<file path="src/rtl/frame_lock_pkg.sv">
package frame_lock_pkg;
  typedef enum logic {
    GATE_IDLE = 1'b0,
    GATE_RUN  = 1'b1
  } gate_state_t;
endpackage

</file>
<file path="src/rtl/fl_sync.sv">
// Multi-stage synchroniser for a single asynchronous level.
module fl_sync #(
  parameter int STAGES = 2
) (
  input  logic clk,
  input  logic rst_n,
  input  logic d_i,
  output logic q_o
);
  generate
    if (STAGES <= 1) begin : g_single
      logic q_r;
      always_ff @(posedge clk or negedge rst_n) begin
        if (!rst_n) q_r <= 1'b0;
        else        q_r <= d_i;
      end
      assign q_o = q_r;
    end else begin : g_chain
      logic [STAGES-1:0] chain_r;
      always_ff @(posedge clk or negedge rst_n) begin
        if (!rst_n) chain_r <= '0;
        else        chain_r <= {chain_r[STAGES-2:0], d_i};
      end
      assign q_o = chain_r[STAGES-1];
    end
  endgenerate
endmodule

</file>
<file path="src/rtl/fl_edge.sv">
// Rising-edge detector: one-cycle pulse per low-to-high transition.
module fl_edge (
  input  logic clk,
  input  logic rst_n,
  input  logic lvl_i,
  output logic rise_o
);
  logic prev_r;
  always_ff @(posedge clk or negedge rst_n) begin
    if (!rst_n) prev_r <= 1'b0;
    else        prev_r <= lvl_i;
  end
  assign rise_o = lvl_i & ~prev_r;
endmodule

</file>
<file path="src/rtl/fl_gate_fsm.sv">
// Enable gate: trigger opens one frame, end-of-frame closes it.
module fl_gate_fsm
  import frame_lock_pkg::*;
(
  input  logic clk,
  input  logic rst_n,
  input  logic trig_i,
  input  logic frame_end_i,
  output logic clken_o,
  output logic overrun_o
);
  gate_state_t state_r, state_n;
  logic        ovr_r;

  always_comb begin
    state_n = state_r;
    unique case (state_r)
      GATE_IDLE: if (trig_i)      state_n = GATE_RUN;
      GATE_RUN:  if (frame_end_i) state_n = GATE_IDLE;
      default:                    state_n = GATE_IDLE;
    endcase
  end

  always_ff @(posedge clk or negedge rst_n) begin
    if (!rst_n) begin
      state_r <= GATE_IDLE;
      ovr_r   <= 1'b0;
    end else begin
      state_r <= state_n;
      if (state_r == GATE_RUN && trig_i) ovr_r <= 1'b1;
    end
  end

  assign clken_o   = (state_r == GATE_RUN);
  assign overrun_o = ovr_r;
endmodule

</file>
<file path="src/rtl/frame_lock_gate.sv">
// Top: synchronise trigger, detect edges, gate the generator enable.
module frame_lock_gate #(
  parameter int SYNC_STAGES = 2
) (
  input  logic clk,
  input  logic rst_n,
  input  logic ext_sync_i,
  input  logic gen_fsync_i,
  output logic gen_clken_o,
  output logic overrun_o
);
  logic ext_sync_q;
  logic trig_pulse;
  logic fs_rise;

  fl_sync #(.STAGES(SYNC_STAGES)) u_sync (
    .clk   (clk),
    .rst_n (rst_n),
    .d_i   (ext_sync_i),
    .q_o   (ext_sync_q)
  );

  fl_edge u_trig_edge (
    .clk    (clk),
    .rst_n  (rst_n),
    .lvl_i  (ext_sync_q),
    .rise_o (trig_pulse)
  );

  fl_edge u_fs_edge (
    .clk    (clk),
    .rst_n  (rst_n),
    .lvl_i  (gen_fsync_i),
    .rise_o (fs_rise)
  );

  fl_gate_fsm u_fsm (
    .clk         (clk),
    .rst_n       (rst_n),
    .trig_i      (trig_pulse),
    .frame_end_i (fs_rise),
    .clken_o     (gen_clken_o),
    .overrun_o   (overrun_o)
  );
endmodule

</file>
<file path="config.mk">
export PLATFORM = sky130hd
export DESIGN_NAME = frame_lock_gate
export DESIGN_NICKNAME = d
export VERILOG_FILES = /design/src/rtl/frame_lock_pkg.sv /design/src/rtl/fl_sync.sv /design/src/rtl/fl_edge.sv /design/src/rtl/fl_gate_fsm.sv /design/src/rtl/frame_lock_gate.sv
export SDC_FILE = /design/constraint.sdc
export NUM_CORES = 1
export LEC_CHECK = 0
export CAP_MARGIN = 20
export CORE_AREA = 3 3 40 42
export DETAILED_ROUTE_END_ITERATION = 8
export DIE_AREA = 0 0 43 45
export GPL_TIMING_DRIVEN = 1
export PLACE_DENSITY = 0.42
export SYNTH_ARGS = -nofsm -noshare
export SYNTH_HDL_FRONTEND = slang
export SYNTH_SLANG_ARGS = --single-unit
</file>
<file path="constraint.sdc">
create_clock -name clk -period 0.9 [get_ports clk]
set_clock_uncertainty 0.05 [all_clocks]
set_input_delay 0.18 -clock clk [delete_from_list [all_inputs] [get_ports clk]]
set_output_delay 0.18 -clock clk [all_outputs]
set_load 0.05 [all_outputs]
</file>
==> impl.org <==
** Floorplanning
- Initial core utilization :: 0.145
- Pin placement for this block handled 6 I/O pins.
- Placement Rows :: 13
- The die is 45 um tall.
- Total die area :: between 0.0015 and 0.002 sq mm
- Std-Cell Core Area :: 0.00128 sq mm
- Overall die width :: 43 um

** Worst setup path
- For the worst setup path, the data arrival time is 0.81 ns.
- The worst setup path is launched from a flop.
- Total number of cells along the worst setup path :: 1
- Along the worst path, the maximum fanout reaches 2.
- The worst setup path is of the flop to output pin kind.
- On the worst path, the slowest cell contributes a delay of 0.42 ns.
- Critical path, cell by cell :: buf_12
- Kind of capture point of the worst setup path :: output pin
- Cell family with the largest share of critical-path delay :: flip-flops
- Buffering stage count on the worst path with inverters included :: 1
- For this design, the slowest cell found on the critical path is sky130_fd_sc_hd__dfrtp_2.
- At the worst endpoint, the required time is 0.67 ns.
- For the worst flop-to-flop path, the logic depth is 2.

** Placement
- Including well taps, the total number of placed cells is 30.
- Last weighted congestion value of the routability-driven placer :: roughly 0.55
- Post-detailed-placement cell area :: 278 sq um
- PortBufs :: 5

** Layout
- For this run, the post-layout net count is 25.
- # diodes :: 0
- The area growth from synthesis to layout is 67.1%.
- Excluding fillers, the count of instances in the completed layout stands at 35.
- In the final layout, the multi-input gates occupy around 36 sq um.
- Sequential Area :: 153 sq um
- Post-layout utilization of the core :: 0.242
- Ratio of cells with drive above 1 in the final layout :: 0.450
- Post-route design area :: just over 300 sq um
- Filler cell count in the final layout :: 133

** Timing
- Of the available clock period, the critical path in the final layout requires 1.16.
- Transition time of the tightest slew-check pin :: 0.253 ns
- After layout, the minimum clock period comes to approximately 1.0 ns.
- Unrepaired setup endpoints after global routing :: yes
- Setup violations remaining at the end of the flow were counted as 2.
- PnR worst setup slack :: -0.144 ns
- Worst rel slew slack :: 0.831
- The final count of pins violating max slew came to 0.
- Hold Vio Cnt, Final :: 0
- Final hold analysis gives a worst-case slack of about 0.12 ns.
- Maximum operating frequency :: 958 MHz

** Clock tree
- CTS clk-pin slew, worst paths :: 0.05 ns
- In this run, post-CTS repair resized a total of 0 instances.
- CTS H-tree depth :: 1
- Insertion delay to the later sink of the worst-skew pair :: 0.24 ns
- CTS tree :: done
- Clock root buffer master :: sky130_fd_sc_hd__clkbuf_4
- In this run, CTS created clock tree buffers numbering 3.
- Clock tree synthesis found a total of 6 sinks.
- Largest buffer count on any clock path :: 2

** Route
- After detailed routing, the number of vias per cell comes to 3.20.
- Once detail routing completed, the nets flagged for antenna violations numbered 0.
- The routed layout has 112 vias.
- Number of violations reported at the end of detailed-routing iteration 0 :: 4
- Total routed wirelength :: 258 um
- In the final routed layout, each cell accounts on average for 7.37 um.
- Post-route DRC :: 0
- First-pass DRT Iterations :: 2

** Run status
- Outcome :: finished, violations left
- Failing checks :: negative setup slack

** Global routing
- Wire length of the first global-routing pass :: 427 um
- Number of antenna violations at the first check in global routing :: 0
- Number of global-route vias before repair :: between 100 and 150
- Maximum number of pins on one net before global-route repair :: 7
- Global Route Usage Sum :: 0.0352
- Summed over all layers, the global routing overflow is 0.

** Yosys
- Synthesized netlist net count :: 14
- Counting distinct cell types in the post-synthesis netlist gives 5.
- Mux contribution to synthesized area :: 0
- Synth Area in Simple Gates :: 0.114
- Cell count after synthesis :: 10
- Of the total synthesized cell area, the portion taken by full adders, half adders and majority gates is 0.
- The average instance in the mapped netlist occupies between 15 and 20 sq um.
- Number of storage elements in the synthesis netlist :: 6
- Yosys printed 0 warnings.
- Compound-Gate Fraction of Synth Area :: 0.0805
- The share of the Yosys chip area taken by registers is 0.805.
- After synthesis, the largest family of logic cells by area is simple AND/OR/NAND/NOR gates.
- Synthesized cell area :: 186 sq um
- Of the total synthesized cell area, the portion taken by XOR and XNOR cells is 0.

** Flow run
- Max Cap Viol :: 0

** Power and ir drop
- The share of total power dissipated in the clock network is 0.389.
- The internal portion of the total power is 0.524 mW.
- VDD sags by at most 0.000585 V.
- Dividing total power by cell area gives a power density of ~2200 mW/mm^2.
- Comb pwr share :: 0.171
- Of the total power, the share spent switching nets is 0.238.
- Summed over all nets, the switching power comes to 0.164 mW.
- In this run the static leakage power is around 0.13 nW.
- The share of total power dissipated in sequential elements is 0.440.

** Hold path
- The min-delay analysis places its worst path in the category input port to asynchronous set/reset pin.
-- area by class of cell --
class,count,area share
clock buffers,4,0.0843
multi-input cells,4,0.116
flip-flops and latches,6,0.490
well taps,15,0.0602
repair buffers,6,0.249
-- through the flow --
step | power, mW | setup WS [ns] | TNS [ns]
after detailed placement | 0.415 | -0.118 | -0.118
after floorplan | 0.351 | 0.0120 | 0
after CTS | 0.705 | -0.161 | -0.320
final | 0.688 | -0.144 | -0.286
after global placement | 0.413 | -0.0997 | -0.0997
after global routing | 0.718 | -0.167 | -0.350
-- path summary, 6_finish.rpt --
path,slack [ns],endpoint,start
min reg2reg,0.30,u_sync.g_chain.chain_r[1],u_sync.g_chain.chain_r[0]
max in group asynchronous,0.46,u_fsm.clken_o,rst_n
min in group clk,0.30,u_sync.g_chain.chain_r[1],u_sync.g_chain.chain_r[0]
max,-0.14,overrun_o,u_fsm.overrun_o
max reg2reg,0.01,u_fsm.clken_o,u_fsm.clken_o
min,0.12,u_fs_edge.prev_r,rst_n
-- cell usage after synthesis --
master                     count  area (sq um)
sky130_fd_sc_hd__nand3b_1      1          7.51
sky130_fd_sc_hd__a21o_1        1          7.51
sky130_fd_sc_hd__nor2b_4       1          13.8
sky130_fd_sc_hd__dfrtp_1       6           150
sky130_fd_sc_hd__o21a_1        1          7.51
-- cells in the final DEF, fill, tap and decap left out --
cell                              Yosys  routed
sky130_fd_sc_hd__nand3b_1             1       1
sky130_fd_sc_hd__nor2b_4              1       1
sky130_fd_sc_hd__a21o_1               1       1
sky130_fd_sc_hd__dfrtp_2              0       2
sky130_fd_sc_hd__dfrtp_1              6       4
sky130_fd_sc_hd__o21a_1               1       1
sky130_fd_sc_hd__buf_12               0       2
sky130_fd_sc_hd__buf_4                0       1
sky130_fd_sc_hd__clkbuf_1             0       1
sky130_fd_sc_hd__clkdlybuf4s50_1      0       3
sky130_fd_sc_hd__clkbuf_4             0       3
-- logic make-up (layout without fill, tap and decap cells) --
group	count (synthesis)	after routing
AND/OR/NAND/NOR	2	2
AO/OA/AOI/OAI	2	2
buffers and inverters	0	10
flip-flops	6	6
-- power groups by stage --
stage               logic, mW  registers, mW  clock network, mW
global route            0.126          0.305              0.287
CTS                     0.120          0.304              0.282
global placement        0.101          0.311                  0
detailed placement      0.102          0.312                  0
floorplan              0.0139          0.337                  0
finish                  0.118          0.303              0.268
-- what timing repair did --
item,4_1_cts,5_1_grt
hold buffers,0,0
buffers inserted,1,0
cloned,0,0
setup endpoints to repair,2,3
-- registers in the layout, summed over array words and instances (netlist names) --
register	count
u_fsm.overrun_o	1
u_sync.g_chain.chain_r	2
u_trig_edge.prev_r	1
u_fs_edge.prev_r	1
u_fsm.clken_o	1
-- layer usage --
layer  GRT usage  vias up  part of all wire
met5           0        -                 0
met4      0.0542        0                 0
met3      0.0279        0              0.13
met2      0.0329        6              0.44
met1      0.0369       53              0.43
li1            -       53                 -
(Power assumes the default switching activity.)
